===== src/rtl/srd_pkg.sv =====
package srd_pkg;

    typedef enum logic [1:0] {
        ST_IDLE,
        ST_SEND,
        ST_HOLD
    } seq_state_t;

    typedef enum logic {
        SRC_RESULT,
        SRC_REGFILE
    } word_src_t;

endpackage


===== src/rtl/srd_edge_sync.sv =====
module srd_edge_sync #(
    parameter int STAGES   = 2,
    parameter bit IDLE_LVL = 1'b0
) (
    input  logic clk,
    input  logic rst_n,
    input  logic async_i,
    output logic rise_o,
    output logic fall_o
);

    logic [STAGES-1:0] sync_q;
    logic              prev_q;
    logic              level;

    always_ff @(posedge clk or negedge rst_n) begin
        if (!rst_n) begin
            sync_q <= {STAGES{IDLE_LVL}};
            prev_q <= IDLE_LVL;
        end else begin
            sync_q <= {sync_q[STAGES-2:0], async_i};
            prev_q <= sync_q[STAGES-1];
        end
    end

    assign level  = sync_q[STAGES-1];
    assign rise_o = level & ~prev_q;
    assign fall_o = ~level & prev_q;

endmodule


===== src/rtl/srd_result_buf.sv =====
module srd_result_buf #(
    parameter int W = 24
) (
    input  logic         clk,
    input  logic         rst_n,
    input  logic         res_valid_i,
    input  logic [W-1:0] res_data_i,
    input  logic         reading_i,
    input  logic         data_done_i,
    output logic [W-1:0] out_word_o,
    output logic         drdy_n_o
);

    logic [W-1:0] word_q;
    logic [W-1:0] pend_q;
    logic         pend_v_q;
    logic         drdy_n_q;

    always_ff @(posedge clk or negedge rst_n) begin
        if (!rst_n) begin
            word_q   <= '0;
            pend_q   <= '0;
            pend_v_q <= 1'b0;
            drdy_n_q <= 1'b1;
        end else begin
            if (res_valid_i && reading_i) begin
                pend_q   <= res_data_i;
                pend_v_q <= 1'b1;
            end else if (res_valid_i) begin
                word_q   <= res_data_i;
                drdy_n_q <= 1'b0;
                pend_v_q <= 1'b0;
            end else if (pend_v_q && !reading_i) begin
                word_q   <= pend_q;
                drdy_n_q <= 1'b0;
                pend_v_q <= 1'b0;
            end
            if (data_done_i) begin
                drdy_n_q <= 1'b1;
            end
        end
    end

    assign out_word_o = word_q;
    assign drdy_n_o   = drdy_n_q;

    AST_DONE_SETS_READY: assert property (@(posedge clk) disable iff (!rst_n)
        data_done_i |=> drdy_n_o);
    AST_READ_KEEPS_READY_LOW: assert property (@(posedge clk) disable iff (!rst_n)
        (reading_i && !data_done_i) |=> !drdy_n_o);
    AST_HELD_RESULT: assert property (@(posedge clk) disable iff (!rst_n)
        (res_valid_i && reading_i) |=> pend_v_q);

endmodule


===== src/rtl/srd_shift_seq.sv =====
module srd_shift_seq
    import srd_pkg::*;
#(
    parameter int W     = 24,
    parameter int CNT_W = $clog2(W)
) (
    input  logic         clk,
    input  logic         rst_n,
    input  logic         sclk_fall_i,
    input  logic         rfs_fall_i,
    input  logic         rfs_rise_i,
    input  logic         addr_sel_i,
    input  logic         drdy_n_i,
    input  logic [W-1:0] data_word_i,
    input  logic [W-1:0] reg_word_i,
    output logic         sdo_o,
    output logic         sdo_en_o,
    output logic         reading_data_o,
    output logic         data_done_o
);

    seq_state_t       state_q, state_d;
    word_src_t        src_q, src_d;
    logic [CNT_W-1:0] cnt_q, cnt_d;
    logic [W-1:0]     word_q, word_d;
    logic             last_fall;

    always_ff @(posedge clk or negedge rst_n) begin
        if (!rst_n) begin
            state_q <= ST_IDLE;
            src_q   <= SRC_RESULT;
            cnt_q   <= '0;
            word_q  <= '0;
        end else begin
            state_q <= state_d;
            src_q   <= src_d;
            cnt_q   <= cnt_d;
            word_q  <= word_d;
        end
    end

    always_comb begin
        state_d   = state_q;
        src_d     = src_q;
        cnt_d     = cnt_q;
        word_d    = word_q;
        last_fall = 1'b0;
        unique case (state_q)
            ST_IDLE: begin
                if (rfs_fall_i) begin
                    if (addr_sel_i) begin
                        word_d  = reg_word_i;
                        src_d   = SRC_REGFILE;
                        cnt_d   = '0;
                        state_d = ST_SEND;
                    end else if (!drdy_n_i) begin
                        word_d  = data_word_i;
                        src_d   = SRC_RESULT;
                        cnt_d   = '0;
                        state_d = ST_SEND;
                    end
                end
            end
            ST_SEND: begin
                if (sclk_fall_i) begin
                    if (cnt_q == CNT_W'(W-1)) begin
                        last_fall = 1'b1;
                        state_d   = ST_IDLE;
                    end else begin
                        cnt_d  = cnt_q + 1'b1;
                        word_d = {word_q[W-2:0], 1'b0};
                    end
                end
                if (rfs_rise_i && !last_fall) begin
                    state_d = ST_HOLD;
                end
            end
            ST_HOLD: begin
                if (rfs_fall_i) begin
                    state_d = ST_SEND;
                end
            end
            default: state_d = ST_IDLE;
        endcase
    end

    always_comb begin
        sdo_en_o       = (state_q == ST_SEND);
        sdo_o          = word_q[W-1];
        reading_data_o = (state_q != ST_IDLE) && (src_q == SRC_RESULT);
        data_done_o    = last_fall && (src_q == SRC_RESULT);
    end

    AST_FRAME_UP_MUTES: assert property (@(posedge clk) disable iff (!rst_n)
        (rfs_rise_i && state_q == ST_SEND) |=> !sdo_en_o);
    AST_HOLD_KEEPS_COUNT: assert property (@(posedge clk) disable iff (!rst_n)
        (state_q == ST_HOLD) |=> (cnt_q == $past(cnt_q)));
    AST_LAST_MUTES: assert property (@(posedge clk) disable iff (!rst_n)
        last_fall |=> !sdo_en_o);
    AST_NO_START_UNREADY: assert property (@(posedge clk) disable iff (!rst_n)
        (state_q == ST_IDLE && rfs_fall_i && !addr_sel_i && drdy_n_i) |=> !sdo_en_o);

endmodule


===== src/rtl/srd_read_port.sv =====
module srd_read_port
    import srd_pkg::*;
#(
    parameter int W           = 24,
    parameter int NREG        = 4,
    parameter int IDX_W       = (NREG > 1) ? $clog2(NREG) : 1,
    parameter int SYNC_STAGES = 2
) (
    input  logic              clk,
    input  logic              rst_n,
    input  logic              sclk_i,
    input  logic              rfs_n_i,
    input  logic              addr_sel_i,
    input  logic [IDX_W-1:0]  reg_idx_i,
    input  logic [NREG*W-1:0] regs_i,
    input  logic              res_valid_i,
    input  logic [W-1:0]      res_data_i,
    output logic              drdy_n_o,
    output logic              sdo_o,
    output logic              sdo_en_o
);

    logic         sclk_rise, sclk_fall;
    logic         rfs_rise, rfs_fall;
    logic         reading_data, data_done;
    logic [W-1:0] data_word, reg_word;
    logic [W-1:0] reg_arr [NREG];

    srd_edge_sync #(.STAGES(SYNC_STAGES), .IDLE_LVL(1'b0)) i_sclk_sync (
        .clk     (clk),
        .rst_n   (rst_n),
        .async_i (sclk_i),
        .rise_o  (sclk_rise),
        .fall_o  (sclk_fall)
    );

    srd_edge_sync #(.STAGES(SYNC_STAGES), .IDLE_LVL(1'b1)) i_rfs_sync (
        .clk     (clk),
        .rst_n   (rst_n),
        .async_i (rfs_n_i),
        .rise_o  (rfs_rise),
        .fall_o  (rfs_fall)
    );

    for (genvar g = 0; g < NREG; g++) begin : g_regs
        assign reg_arr[g] = regs_i[g*W +: W];
    end

    assign reg_word = reg_arr[reg_idx_i];

    srd_result_buf #(.W(W)) i_buf (
        .clk         (clk),
        .rst_n       (rst_n),
        .res_valid_i (res_valid_i),
        .res_data_i  (res_data_i),
        .reading_i   (reading_data),
        .data_done_i (data_done),
        .out_word_o  (data_word),
        .drdy_n_o    (drdy_n_o)
    );

    srd_shift_seq #(.W(W)) i_seq (
        .clk            (clk),
        .rst_n          (rst_n),
        .sclk_fall_i    (sclk_fall),
        .rfs_fall_i     (rfs_fall),
        .rfs_rise_i     (rfs_rise),
        .addr_sel_i     (addr_sel_i),
        .drdy_n_i       (drdy_n_o),
        .data_word_i    (data_word),
        .reg_word_i     (reg_word),
        .sdo_o          (sdo_o),
        .sdo_en_o       (sdo_en_o),
        .reading_data_o (reading_data),
        .data_done_o    (data_done)
    );

    AST_RISE_NO_SHIFT: assert property (@(posedge clk) disable iff (!rst_n)
        sclk_rise |=> $stable(sdo_o));

endmodule


===== config.mk =====
export PLATFORM = sky130hd
export DESIGN_NAME = srd_read_port
export DESIGN_NICKNAME = d
export VERILOG_FILES = /design/src/rtl/srd_pkg.sv /design/src/rtl/srd_edge_sync.sv /design/src/rtl/srd_result_buf.sv /design/src/rtl/srd_shift_seq.sv /design/src/rtl/srd_read_port.sv
export SDC_FILE = /design/constraint.sdc
export NUM_CORES = 1
export LEC_CHECK = 0
export CAP_MARGIN = 40
export CELL_PAD_IN_SITES_DETAIL_PLACEMENT = 0
export CELL_PAD_IN_SITES_GLOBAL_PLACEMENT = 1
export CORE_MARGIN = 2
export CORE_UTILIZATION = 46
export CTS_CLUSTER_DIAMETER = 200
export CTS_CLUSTER_SIZE = 25
export DETAILED_ROUTE_END_ITERATION = 8
export DONT_BUFFER_PORTS = 1
export GPL_TIMING_DRIVEN = 0
export PLACE_DENSITY = 0.73
export SETUP_SLACK_MARGIN = 0.2
export SLEW_MARGIN = 20
export SYNTH_ARGS = -nofsm -noshare
export SYNTH_HDL_FRONTEND = slang
export SYNTH_HIERARCHICAL = 1
export SYNTH_SLANG_ARGS = --single-unit

===== constraint.sdc =====
create_clock -name clk -period 1.8 [get_ports clk]
set_input_delay 0.09 -clock clk [delete_from_list [all_inputs] [get_ports clk]]
set_output_delay 0.09 -clock clk [all_outputs]
set_load 0.05 [all_outputs]

==> reports/results.txt <==
Die X - 107 um
Number of remaining DRC errors - 0
DRT iter0 DRCs - 148
TritonCTS clock tree - yes
Fin crit share - 1.07
Share of final-layout standard cells stronger than drive strength 1 - 0.336
Slowest cell on the critical path - sky130_fd_sc_hd__dfstp_2
Global-route met1 utilization - 0.297
Start-to-end type of the worst setup path - flip-flop to flip-flop
Wirelength, routed - 12400 um
Pin count of the biggest net entering global routing - 89
Violations in the final reports - negative hold slack, negative setup slack
GR Util All Layers - 0.223
Number of top-level pins - 131
Final HPWL from detailed placement - 8770 um
Cts hold-fix bufs - 26
Critical R2R Launch - i_rfs_sync/prev_q$_DFF_PN1_
Post-Synthesis Net Count - 498
Placer Congestion - 0.810
HP Class - primary input to async pin
Antenna-violating nets left - 0
Worst Path Required - 2.04 ns
Origin of the worst setup path - i_rfs_sync/prev_q$_DFF_PN1_
CTS clk-pin slew, worst paths - 0.09 ns
Final-stage net count - 556
Least setup slack across all paths after layout - -0.119 ns
Inserted Clock Buffers - 9
Number of antenna violations at the first check in global routing - 0
Accumulated negative setup slack - -2.13 ns
Routed via count divided by cell count - 5.97
Cell at the root of the clock tree - sky130_fd_sc_hd__clkbuf_8
Global routing's busiest layer - met2
Number of buffers on the longest clock path - 2
Number of clock sinks - 88
Utilization of the core after routing - 0.577
WHS - -0.570 ns
Cell Pwr Density - 1350 nW/um^2
Final-report setup violation count - 26
Crit path time final - 1.92 ns
Number of maximum-capacitance violations - 0
Die footprint - 11400 um^2
Total count of hold-check failures in the final report - 88
Vias in the first global route - 3555
Height of the chip - 107 um
Status - finished with violations
Antenna diodes - 0
Relative slew margins - 0.556
H-tree levels - 3
Routed length per instance - 21.8 um
DR pass1 iterations - 4
Unrepaired setup endpoints after global routing - true
Global routing met2 resource utilization - 0.367
Final number of max-transition violations - 0
Overflow left after global routing - 0
Cell Rows - 37
Post-Syn Instances - 369
Worst vdd ir - 0.521 mV
Clock skew - 0.0120 ns
Worst setup SP type - flip-flop
Area Growth Syn to Fin - 22.2%
Sort of element at the end of the critical path - flip-flop
Count of buffers inserted at the top-level ports - 0
Maximum fanout along the worst path - 6
Post-Place Setup Slack - -0.286 ns
Timing-limited maximum frequency - 521 MHz
Cells traversed along the worst timing path - and2b_2, or3b_4, o22ai_4, buf_12, clkbuf_16, mux2_4
Most frequent cells in the layout - sky130_fd_sc_hd__dfrtp_1 (83), sky130_fd_sc_hd__mux2i_1 (43), sky130_fd_sc_hd__nor2_1 (26), sky130_fd_sc_hd__dlygate4sd3_1 (26), sky130_fd_sc_hd__mux2_1 (24)
Clock latency of the later-clocked register in the worst-skew pair - 0.36 ns
Met3 track utilization from global routing - 0.0438
Core area - 10300 um^2
Most common library cell in the layout ignoring fill and taps - sky130_fd_sc_hd__dfrtp_1
Highest cell delay on the worst timing path - 0.54 ns
Total vias in the final route - 3390
Yosys warning count - 6
Post-synthesis instance area - 4850 um^2
Arr. time, crit path - 2.16 ns
Starting density of the core - 0.472
Measured slew at the worst slew-check pin - 0.666 ns
Leakage dissipation - 2.50 nW
Wire length of the first global-routing pass - 19300 um
Avg Synthesized Cell Area - 13.1 um^2
-- path summary, 6_finish.rpt --
kind	cells past startpoint	to	slack [ns]
min in group clk	3	i_buf/pend_v_q$_DFFE_PN0P_	0.06
max in group asynchronous	0	i_buf/drdy_n_o$_DFFE_PN1P_	2.16
max	6	i_seq/cnt_q[0]$_DFFE_PN0P_	-0.12
min	0	i_sclk_sync/sync_q[1]$_DFF_PN0_	-0.57
max reg2reg	6	i_seq/cnt_q[0]$_DFFE_PN0P_	-0.12
min reg2reg	0	i_rfs_sync/sync_q[1]$_DFF_PN1_	0.36
-- state kept, by name, indices dropped and copies added, names as in the netlist, 2 cells and up --
signal,count
i_buf/out_word_o,24
i_buf/pend_q,24
i_seq/word_q,24
i_seq/cnt_q,5
i_rfs_sync/sync_q,2
i_sclk_sync/sync_q,2
i_seq/state_q,2
-- power breakdown --
group / internal [mW] / switching, mW
logic: 1.77 / 1.39
registers: 2.86 / 0.695
clock network: 0.523 / 0.758
total: 5.16 / 2.85
-- worst max-delay path, delay by kind of cell (launching register included) --
family                 cells  cell delay, ns
and+or+nand+nor            2            0.55
DFF                        1            0.54
buffers and inverters      2            0.31
muxes                      1            0.29
AOI/OAI and AO/OA          1            0.13
-- metrics by stage --
step                cells  power, mW  area, um^2  hold WS, ns
finish                568       8.01        5930       -0.570
CTS                   561       7.75        5700       -0.604
global placement      505       5.97        5020       -0.201
floorplan             369       5.41        4850       -0.206
global route          568       8.52        5930       -0.606
detailed placement    505       6.09        5020       -0.202
-- cell type report --
| cell class | instances | area, um^2 |
|---|---|---|
| fillers | 889 | 4350 |
| flip-flops and latches | 88 | 2210 |
| well taps | 136 | 170 |
| inverters | 16 | 63.8 |
| plain buffers | 29 | 282 |
| repair buffers | 47 | 499 |
| clock buffers | 10 | 128 |
| multi-input cells | 236 | 2530 |
| clock inverters | 6 | 50.0 |
-- layer usage --
layer  up-vias  wire length [um]
li1       1535                 -
met4         0               209
met3        13               798
met2       144              6070
met5         -                 0
met1      1698              5320
-- repair_timing --
item,CTS,global route
setup buffers,13,6
gates cloned,1,1
endpoints found under the hold margin,138,88
endpoints found under the setup margin,74,71
pin swaps,2,5
gates resized for setup,27,35
Note: power is estimated with default switching activity, not from simulation.
